<file path="config.mk">
export PLATFORM = sky130hd
export DESIGN_NAME = sertx_top
export DESIGN_NICKNAME = d
export VERILOG_FILES = /design/src/rtl/sertx_pkg.sv /design/src/rtl/sertx_hold.sv /design/src/rtl/sertx_parity.sv /design/src/rtl/sertx_shift.sv /design/src/rtl/sertx_top.sv
export SDC_FILE = /design/constraint.sdc
export NUM_CORES = 1
export LEC_CHECK = 0
export BUFFER_PORTS_ARGS = -buffer_cell sky130_fd_sc_hd__buf_2
export CAP_MARGIN = 20
export CORE_MARGIN = 1
export CORE_UTILIZATION = 57
export CTS_CLUSTER_DIAMETER = 200
export DETAILED_ROUTE_END_ITERATION = 8
export GPL_ROUTABILITY_DRIVEN = 0
export PLACE_DENSITY = 0.81
export SYNTH_ARGS = -nofsm -noshare
export SYNTH_HDL_FRONTEND = slang
export SYNTH_SLANG_ARGS = --single-unit
</file>
<file path="constraint.sdc">
create_clock -name clk -period 1.92 [get_ports clk]
set_input_delay 0.096 -clock clk [delete_from_list [all_inputs] [get_ports clk]]
set_output_delay 0.096 -clock clk [all_outputs]
set_load 0.01 [all_outputs]
</file>
<file path="src/rtl/sertx_pkg.sv">
package sertx_pkg;

   typedef enum logic [1:0] {
      PAR_ODD  = 2'd0,
      PAR_EVEN = 2'd1,
      PAR_ONE  = 2'd2,
      PAR_ZERO = 2'd3
   } par_kind_t;

   typedef struct packed {
      logic [1:0] len_sel;
      logic       two_stop;
      logic       par_en;
      par_kind_t  kind;
   } fmt_t;

endpackage

</file>
<file path="src/rtl/sertx_hold.sv">
module sertx_hold #(
   parameter int DATA_W = 8
) (
   input  logic              clk,
   input  logic              rst_n,
   input  logic              wr_en,
   input  logic [DATA_W-1:0] wr_data,
   input  logic              take,
   output logic              full,
   output logic [DATA_W-1:0] q
);
   logic accept;

   // A write is only taken into an empty stage; take only happens when full.
   assign accept = wr_en && !full;

   always_ff @(posedge clk or negedge rst_n) begin
      if (!rst_n) begin
         full <= 1'b0;
         q    <= '0;
      end else if (take) begin
         full <= 1'b0;
      end else if (accept) begin
         full <= 1'b1;
         q    <= wr_data;
      end
   end
endmodule

</file>
<file path="src/rtl/sertx_parity.sv">
module sertx_parity #(
   parameter int DATA_W = 8,
   parameter int LEN_W  = 4
) (
   input  logic [DATA_W-1:0] data,
   input  logic [LEN_W-1:0]  nbits,
   input  sertx_pkg::par_kind_t kind,
   output logic              par_bit
);
   import sertx_pkg::*;

   logic [DATA_W-1:0] masked;
   logic              ones_odd;

   for (genvar i = 0; i < DATA_W; i++) begin : g_mask
      assign masked[i] = data[i] & (LEN_W'(i) < nbits);
   end

   assign ones_odd = ^masked;

   always_comb begin
      unique case (kind)
         PAR_ODD:  par_bit = ~ones_odd;
         PAR_EVEN: par_bit = ones_odd;
         PAR_ONE:  par_bit = 1'b1;
         default:  par_bit = 1'b0;
      endcase
   end
endmodule

</file>
<file path="src/rtl/sertx_shift.sv">
module sertx_shift #(
   parameter int DATA_W  = 8,
   parameter int TICKS   = 16,
   parameter int MIN_LEN = 5
) (
   input  logic              clk,
   input  logic              rst_n,
   input  logic              tick,
   input  logic              load,
   input  logic [DATA_W-1:0] din,
   input  sertx_pkg::fmt_t   fmt,
   output logic              busy,
   output logic              sdo,
   output logic [$clog2(TICKS)-1:0] tcnt_o
);
   import sertx_pkg::*;

   localparam int FRAME_W = DATA_W + 4;
   localparam int CNT_W   = $clog2(FRAME_W + 1);
   localparam int LEN_W   = $clog2(DATA_W + 1);
   localparam int TC_W    = $clog2(TICKS);

   logic [FRAME_W-1:0] frame_q, frame_new;
   logic [CNT_W-1:0]   left_q, count_new;
   logic [TC_W-1:0]    tcnt_q;
   logic [LEN_W-1:0]   nbits;
   logic               par_bit;
   logic               bit_end;

   assign nbits = LEN_W'(MIN_LEN) + LEN_W'(fmt.len_sel);

   sertx_parity #(.DATA_W(DATA_W), .LEN_W(LEN_W)) u_par (
      .data    (din),
      .nbits   (nbits),
      .kind    (fmt.kind),
      .par_bit (par_bit)
   );

   // Frame image: start at bit 0, data, optional parity; remaining bits are stop ones.
   always_comb begin
      frame_new    = '1;
      frame_new[0] = 1'b0;
      for (int i = 0; i < DATA_W; i++) begin
         if (LEN_W'(i) < nbits) frame_new[1+i] = din[i];
      end
      if (fmt.par_en) frame_new[1 + int'(nbits)] = par_bit;
      count_new = CNT_W'(2) + CNT_W'(nbits) + CNT_W'(fmt.par_en) + CNT_W'(fmt.two_stop);
   end

   if ((1 << TC_W) == TICKS) begin : g_wrap_pow2
      assign bit_end = &tcnt_q;
   end else begin : g_wrap_cmp
      assign bit_end = (tcnt_q == TC_W'(TICKS - 1));
   end

   always_ff @(posedge clk or negedge rst_n) begin
      if (!rst_n) begin
         frame_q <= '1;
         left_q  <= '0;
         tcnt_q  <= '0;
         busy    <= 1'b0;
      end else if (load) begin
         frame_q <= frame_new;
         left_q  <= count_new;
         tcnt_q  <= '0;
         busy    <= 1'b1;
      end else if (busy && tick) begin
         if (bit_end) begin
            tcnt_q  <= '0;
            frame_q <= {1'b1, frame_q[FRAME_W-1:1]};
            left_q  <= left_q - 1'b1;
            if (left_q == CNT_W'(1)) busy <= 1'b0;
         end else begin
            tcnt_q <= tcnt_q + 1'b1;
         end
      end
   end

   assign sdo    = frame_q[0];
   assign tcnt_o = tcnt_q;
endmodule

</file>
<file path="src/rtl/sertx_top.sv">
module sertx_top #(
   parameter int DATA_W = 8,
   parameter int TICKS  = 16
) (
   input  logic              clk,
   input  logic              rst_n,
   input  logic              tick16,
   input  logic              wr_en,
   input  logic [DATA_W-1:0] wr_data,
   input  logic [1:0]        len_sel,
   input  logic              two_stop,
   input  logic              par_en,
   input  logic [1:0]        par_kind,
   input  logic              brk,
   output logic              txd,
   output logic              hold_empty,
   output logic              tx_empty
);
   import sertx_pkg::*;

   localparam int MIN_LEN = DATA_W - 3;
   localparam int TC_W    = $clog2(TICKS);

   if (DATA_W < 5 || DATA_W > 16) begin : g_bad_width
      $error("sertx_top: DATA_W must lie in 5..16");
   end
   if (TICKS < 2) begin : g_bad_ticks
      $error("sertx_top: TICKS must be at least 2");
   end

   logic              hold_full;
   logic [DATA_W-1:0] hold_q;
   logic              sh_busy;
   logic              sh_sdo;
   logic              xfer;
   logic [TC_W-1:0]   sh_tcnt;
   fmt_t              fmt;

   assign fmt  = '{len_sel: len_sel, two_stop: two_stop, par_en: par_en,
                   kind: par_kind_t'(par_kind)};
   assign xfer = hold_full && !sh_busy;

   sertx_hold #(.DATA_W(DATA_W)) u_hold (
      .clk     (clk),
      .rst_n   (rst_n),
      .wr_en   (wr_en),
      .wr_data (wr_data),
      .take    (xfer),
      .full    (hold_full),
      .q       (hold_q)
   );

   sertx_shift #(.DATA_W(DATA_W), .TICKS(TICKS), .MIN_LEN(MIN_LEN)) u_shift (
      .clk    (clk),
      .rst_n  (rst_n),
      .tick   (tick16),
      .load   (xfer),
      .din    (hold_q),
      .fmt    (fmt),
      .busy   (sh_busy),
      .sdo    (sh_sdo),
      .tcnt_o (sh_tcnt)
   );

   assign txd        = brk ? 1'b0 : (sh_busy ? sh_sdo : 1'b1);
   assign hold_empty = !hold_full;
   assign tx_empty   = !hold_full && !sh_busy;
endmodule

</file>
**After elaboration in Yosys (flattened, before gate mapping)**

Index checks and enable logic that the tools add are counted.
Widths: inputs -> output; s select.

- Add/sub/neg operators: 7
- Order comparisons: 10
- Equality and inequality tests: 3
- Multiplexer cells: 30
- Bitwise logic cells: 10
- Reductions and logical operators: 17

Operators by type and width:

| operator | number |
|---|---|
| $mux 12 | 4 |
| $ge 32x1->1 const B | 1 |
| $lt 32x6->1 const B | 1 |
| $mux 4 | 6 |
| $mux 1 | 17 |
| $lt 3x4->1 const A | 4 |
| $bwmux 12 | 1 |
| $add 4x1->4 | 2 |
| $and 1x1->1 | 8 |
| $lt 1x4->1 const A | 2 |
| $lt 2x4->1 const A | 2 |
| $reduce_bool 2->1 | 4 |
| $reduce_xor 8->1 | 1 |
| $add 1x4->5 const A | 1 |
| $logic_and 1x1->1 | 5 |
| $add 2x4->4 const A | 1 |
| $add 3x2->4 const A | 1 |
| $add 4x1->4 const B | 1 |
| $demux 1 s4 | 1 |
| $eq 4x1->1 const B | 1 |
| $reduce_and 2->1 | 2 |
| $reduce_and 4->1 | 1 |
| $sub 4x1->4 const B | 1 |
| $pmux 1 s3 | 1 |
| other kinds (6) | 8 |

- Flip-flop bits (word level): 30
- Bits of input ports: 19
- Output and inout port bits: 3
- Word-level logic and storage cells: 83

**Logic depth before layout (Yosys ltp)**

- Word-level depth: 9
- Depth in mapped cells: 10
- Mapped depth without buffers: 10

**Cells and area by module**

From an unflattened synthesis, not the netlist that was laid out.

- Cells, all modules: 177
- Area total of the unflattened synthesis: 1,863.0 um2

Modules (own cells, without submodules):

| module | times used | cells each | area each (um2) | sequential area each (um2) |
|---|---|---|---|---|
| sertx_shift | 1 | 131 | 1,336.3 | 540.5 |
| sertx_hold | 1 | 20 | 341.6 | 225.2 |
| sertx_parity | 1 | 21 | 162.7 | 0.0 |
| sertx_top | 1 | 5 | 22.5 | 0.0 |

**Worst setup path after synthesis**

OpenSTA, ideal clock, no wires.

- Kind: input to register
- Start: in len_sel[0]
- End: reg u_shift.frame_q[4]
- Setup time: 0.076 ns
- Arrival: 1.934 ns
- Data required time: 1.844 ns
- Path slack: -0.090 ns
- Stages on the path: 10
- Buffers on the path: 0
- Path through: inv_1 -> ha_1 -> inv_1 -> ha_1 -> nor2b_1 -> xnor2_1 -> xnor3_1 -> o21ai_1 -> or3b_1 -> a22oi_2

- Word-level cells in the longest chain between the ends: 9
- Elaborated cells between the ends (all ways): 30
- Those cells by class: 2 x add/sub; 10 x order compare; 7 x mux; 9 x bitwise; 2 x reduce/logical

Ends and longest elaborated chain:

| item | RTL line | text |
|---|---|---|
| start, declared | sertx_top.sv:10 | `input logic [1:0] len_sel,` |
| $add 3x2->4 * | sertx_shift.sv:30 | `assign nbits = LEN_W'(MIN_LEN) + LEN_W'(fmt.len_sel);` |
| $add 1x4->5 (tied with other cells) | sertx_shift.sv:46 | `if (fmt.par_en) frame_new[1 + int'(nbits)] = par_bit;` |
| $ge 32x1->1 (implied by the code) (tied with other cells) | sertx_shift.sv:46 |  |
| $logic_and 1x1->1 (implied by the code) / $reduce_xor 8->1 (equally long branches) | sertx_shift.sv:46, sertx_parity.sv:19 |  |
| $mux 1 (implied by the code) / $not 1->1 (equally long branches) | sertx_shift.sv:46, sertx_parity.sv:23 |  |
| $demux 1 s4 / $pmux 1 s3 (equally long branches) | n/a |  |
| $bwmux 12 | sertx_shift.sv:46 |  |
| $mux 12 * | sertx_shift.sv:46 |  |
| $mux 12 * | sertx_shift.sv:62 | `end else if (load) begin` |
| end signal, assigned | sertx_shift.sv:63 | `frame_q <= frame_new;` |
| end signal, assigned | sertx_shift.sv:70 | `frame_q <= {1'b1, frame_q[FRAME_W-1:1]};` |
| end, declared | sertx_shift.sv:23 | `logic [FRAME_W-1:0] frame_q, frame_new;` |

Mark *: on every way between the ends. The rest lies on a longest branch, timed or not.
A chain may end at the register's enable or synchronous reset.

**Worst setup path after layout**

- Start: reg u_hold.q[5]
- End: reg u_shift.frame_q[5]

- Word-level cells in the longest chain between the ends: 7

Ends and longest elaborated chain:

| item | RTL line | text |
|---|---|---|
| start, declared | sertx_hold.sv:10 | `output logic [DATA_W-1:0] q` |
| start signal, assigned | sertx_hold.sv:25 | `q <= wr_data;` |
| $and 1x1->1 * | sertx_parity.sv:16 | `assign masked[i] = data[i] & (LEN_W'(i) < nbits);` |
| $reduce_xor 8->1 * | sertx_parity.sv:19 | `assign ones_odd = ^masked;` |
| $not 1->1 | sertx_parity.sv:23 | `PAR_ODD: par_bit = ~ones_odd;` |
| $pmux 1 s3 * | sertx_parity.sv:22 | `unique case (kind)` |
| $bwmux 12 * | sertx_shift.sv:46 |  |
| $mux 12 * | sertx_shift.sv:46 |  |
| $mux 12 * | sertx_shift.sv:62 |  |

Marked as above.

==> results.sh <==
export IMPL_timing_final_crit_share_pct=98.2
export IMPL_fillers=231
export IMPL_antenna_found_initial=0
export IMPL_cp_endpoint="u_shift.frame_q[5]$_DFFE_PN1P_"
export IMPL_cts_htree_levels=2
export IMPL_grt_setup_unrepaired="yes"
export IMPL_hpwl_mm=2.68
export IMPL_crit_path_start="u_hold.q[5]$_DFFE_PN0P_"
export IMPL_clock_root_buffer="clkbuf_4"
export IMPL_synth_area_per_cell_um2=10.3
export IMPL_postSynthCellCount=175
export IMPL_slew_violations=0
export IMPL_drtIter0Drc=78
export IMPL_ys_seq_elements=30
export IMPL_grt_overflow_total=0
export IMPL_clkLatencyLatePin_ps=320
export IMPL_fp_row_count=20
export IMPL_path_buf_inv=0
export IMPL_ioPinCount=22
export IMPL_synth_seq_area_share_pct=42.6
export IMPL_end_kind="flip-flop"
export IMPL_synth_commonest_cells="24 x nand2_1, 18 x dfrtp_1, 13 x ha_1, 12 x dfstp_2, 11 x xnor2_1"
export IMPL_worstMarginPinSlew_ps=652
export IMPL_slew_headroom_pct=56.6
export IMPL_ant_nets=0
export IMPL_synth_area_leaders="dfrtp_1 25%, dfstp_2 18%, ha_1 9.1%"
export IMPL_async_reset_ff_share_pct=100
export IMPL_clkSinkCount=30
export IMPL_drtPass1Iterations=4
export IMPL_port_buffers=21
export IMPL_crit_fanout=3
export IMPL_max_stage_delay_ps=390
export IMPL_ys_warnings_count=0
export IMPL_power_density_nw_per_um2=1320
export IMPL_cap_violations=0
export IMPL_area_growth_pct=22.7
export IMPL_met3_usage_pct=7.37
export IMPL_grt_pass1_vias=1399
export IMPL_synth_most_common_cell="nand2_1"
export IMPL_dp_cells=246
export IMPL_grtUsageTotal_pct=24.1
export IMPL_tns_ps=0
export IMPL_nets=254
export IMPL_vias=1431
export IMPL_drive_above_1_share_pct=34.7
export IMPL_cp_slowest_cell="dfrtp_1"
export IMPL_setup_violations=0
export IMPL_gr_usage_met2_pct=41.2
export IMPL_cp_arrival_ps=2150
export IMPL_timing_rr_end="u_shift.frame_q[5]$_DFFE_PN1P_"
export IMPL_worstRegToRegCells=6
export IMPL_fin_crit_ps=1890
export IMPL_grt_max_degree=31
export IMPL_outcome="complete, no violations"
export IMPL_cts_buffer_depth=2
export IMPL_path_delay_family="XOR/XNOR gates"
export IMPL_seq_area_um2=766
export IMPL_dominantRegCellSynth="dfrtp_1"
export IMPL_dieArea_um2=3380
export IMPL_start_util_pct=59.3
export IMPL_reg2reg_from="u_hold.q[5]$_DFFE_PN0P_"
export IMPL_crit_type="flip-flop to flip-flop"
export IMPL_synth_top_area_share_pct=25.1
export IMPL_leakage_uw=0.00103
export IMPL_finalHoldViolCount=0
export IMPL_path_cells="nor2b_1, xnor2_1, xnor3_1, o21ai_2, or3b_1, a22oi_2"
export IMPL_irDropWorstVdd_uv=1020
export IMPL_clkTransAtPathRegs_ps=100
export IMPL_synth_edf_count=0
export IMPL_synth_cell_area_um2=1800
export IMPL_routedWlPerCell_um=13.9
export IMPL_hp_class="input pin to flip-flop"
export IMPL_grt_use_met1_pct=29.5
export IMPL_drt_total_wl_mm=3.71
export IMPL_ys_types=41
export IMPL_die_w_um=58.1
export IMPL_rrSetupSlack_ps=30
export IMPL_crit_required_ps=2180
export IMPL_syn_nets=208
export IMPL_grt_pass1_wl_mm=6.07
export IMPL_top_usage_layer="met2"
export IMPL_synth_top_cell_by_area="dfrtp_1"
export IMPL_start_kind="flip-flop"
export IMPL_multi_input_area_um2=971
export IMPL_drc_errors=0
export IMPL_max_freq_ghz=0.530
export IMPL_diodes=0
export IMPL_fin_skew_ps=14.9
export IMPL_core_um2=3030
export IMPL_instances_no_fill=266
export IMPL_die_y_um=58.1
export IMPL_path_depth=6
export IMPL_cts_buffers=5
export IMPL_cts_tree="yes"
export IMPL_viasPerCell=5.38
-- placed cells by master, fill, tap and decap left out, drive strengths merged, types with 9 or more instances in the layout --
cell type	count
inv	9
ha	13
xnor2	11
nor2	9
dfstp	12
mux2	9
nand2	25
dfrtp	18
buf	39
-- metal layers --
metal  routed length (µm)  part of all wire, %
met2                 1900                   51
met4                   19                 0.51
met3                  140                  3.8
met1                 1650                   44
met5                    0                    0
-- flip-flops by register name (all words and copies together), names as in the netlist --
name / count
u_hold.full: 1
u_hold.q: 8
u_shift.busy: 1
u_shift.frame_q: 12
u_shift.left_q: 4
u_shift.tcnt_o: 4
-- report_power, final --
group | internal [µW] | switching (µW) | total [µW]
registers | 997 | 224 | 1220
clock network | 177 | 216 | 394
logic | 708 | 579 | 1290
total | 1880 | 1020 | 2900
-- worst min-delay path by stage --
stage / start / to / slack (ps) / cells after the start
3_3_place_gp: rst_n / u_shift.tcnt_o[1]$_DFFE_PN0P_ / 140 / 1
2_1_floorplan: rst_n / u_hold.full$_DFFE_PN0P_ / -200 / 0
5_1_grt: wr_data[0] / u_hold.q[0]$_DFFE_PN0P_ / 0.7 / 2
4_1_cts: wr_data[5] / u_hold.q[5]$_DFFE_PN0P_ / 0.3 / 2
3_5_place_dp: rst_n / u_shift.tcnt_o[1]$_DFFE_PN0P_ / 160 / 1
6_report: wr_data[4] / u_hold.q[4]$_DFFE_PN0P_ / 7 / 2
-- final cells by class --
cell class	instances	area share (%)
tap	44	2.50
clock buffer	7	2.50
clock inverter	1	0.227
timing repair buffer	46	14.1
inverter	10	1.87
multi-input combinational	128	44.1
sequential	30	34.8
-- logic make-up after synthesis --
| kind of cell | synth area share (%) |
|---|---|
| xor gates and xnor gates | 8.01 |
| and+or+nand+nor | 14.4 |
| buffers and inverters | 4.46 |
| adders and majority gates | 10.2 |
| AOI/OAI and AO/OA | 12.4 |
| DFF | 42.6 |
| muxes | 7.87 |
-- timing repair --
action / in CTS / in global routing
hold buffers: 3 / 4
hold endpoints to repair: 20 / 4
endpoints found under the setup margin: 8 / 6
pin swaps: 1 / 3
buffers inserted: 0 / 5
gates resized for setup: 1 / 4
-- through the flow --
step / utilization, % / area [µm²] / power [µW] / worst slack, ps / hold slack (ps)
after global placement: 66.5 / 2010 / 2340 / -8.52 / 145
after floorplan: - / 1800 / 2130 / 134 / -200
final: 72.8 / 2200 / 2900 / 34.5 / 6.64
after CTS: 69.8 / 2110 / 2800 / 28.7 / 0.296
after global routing: 72.8 / 2200 / 3110 / -30.9 / 0.731
after detailed placement: 66.5 / 2010 / 2440 / -133 / 159
No activity file was read; power rests on OpenSTA's default activity.
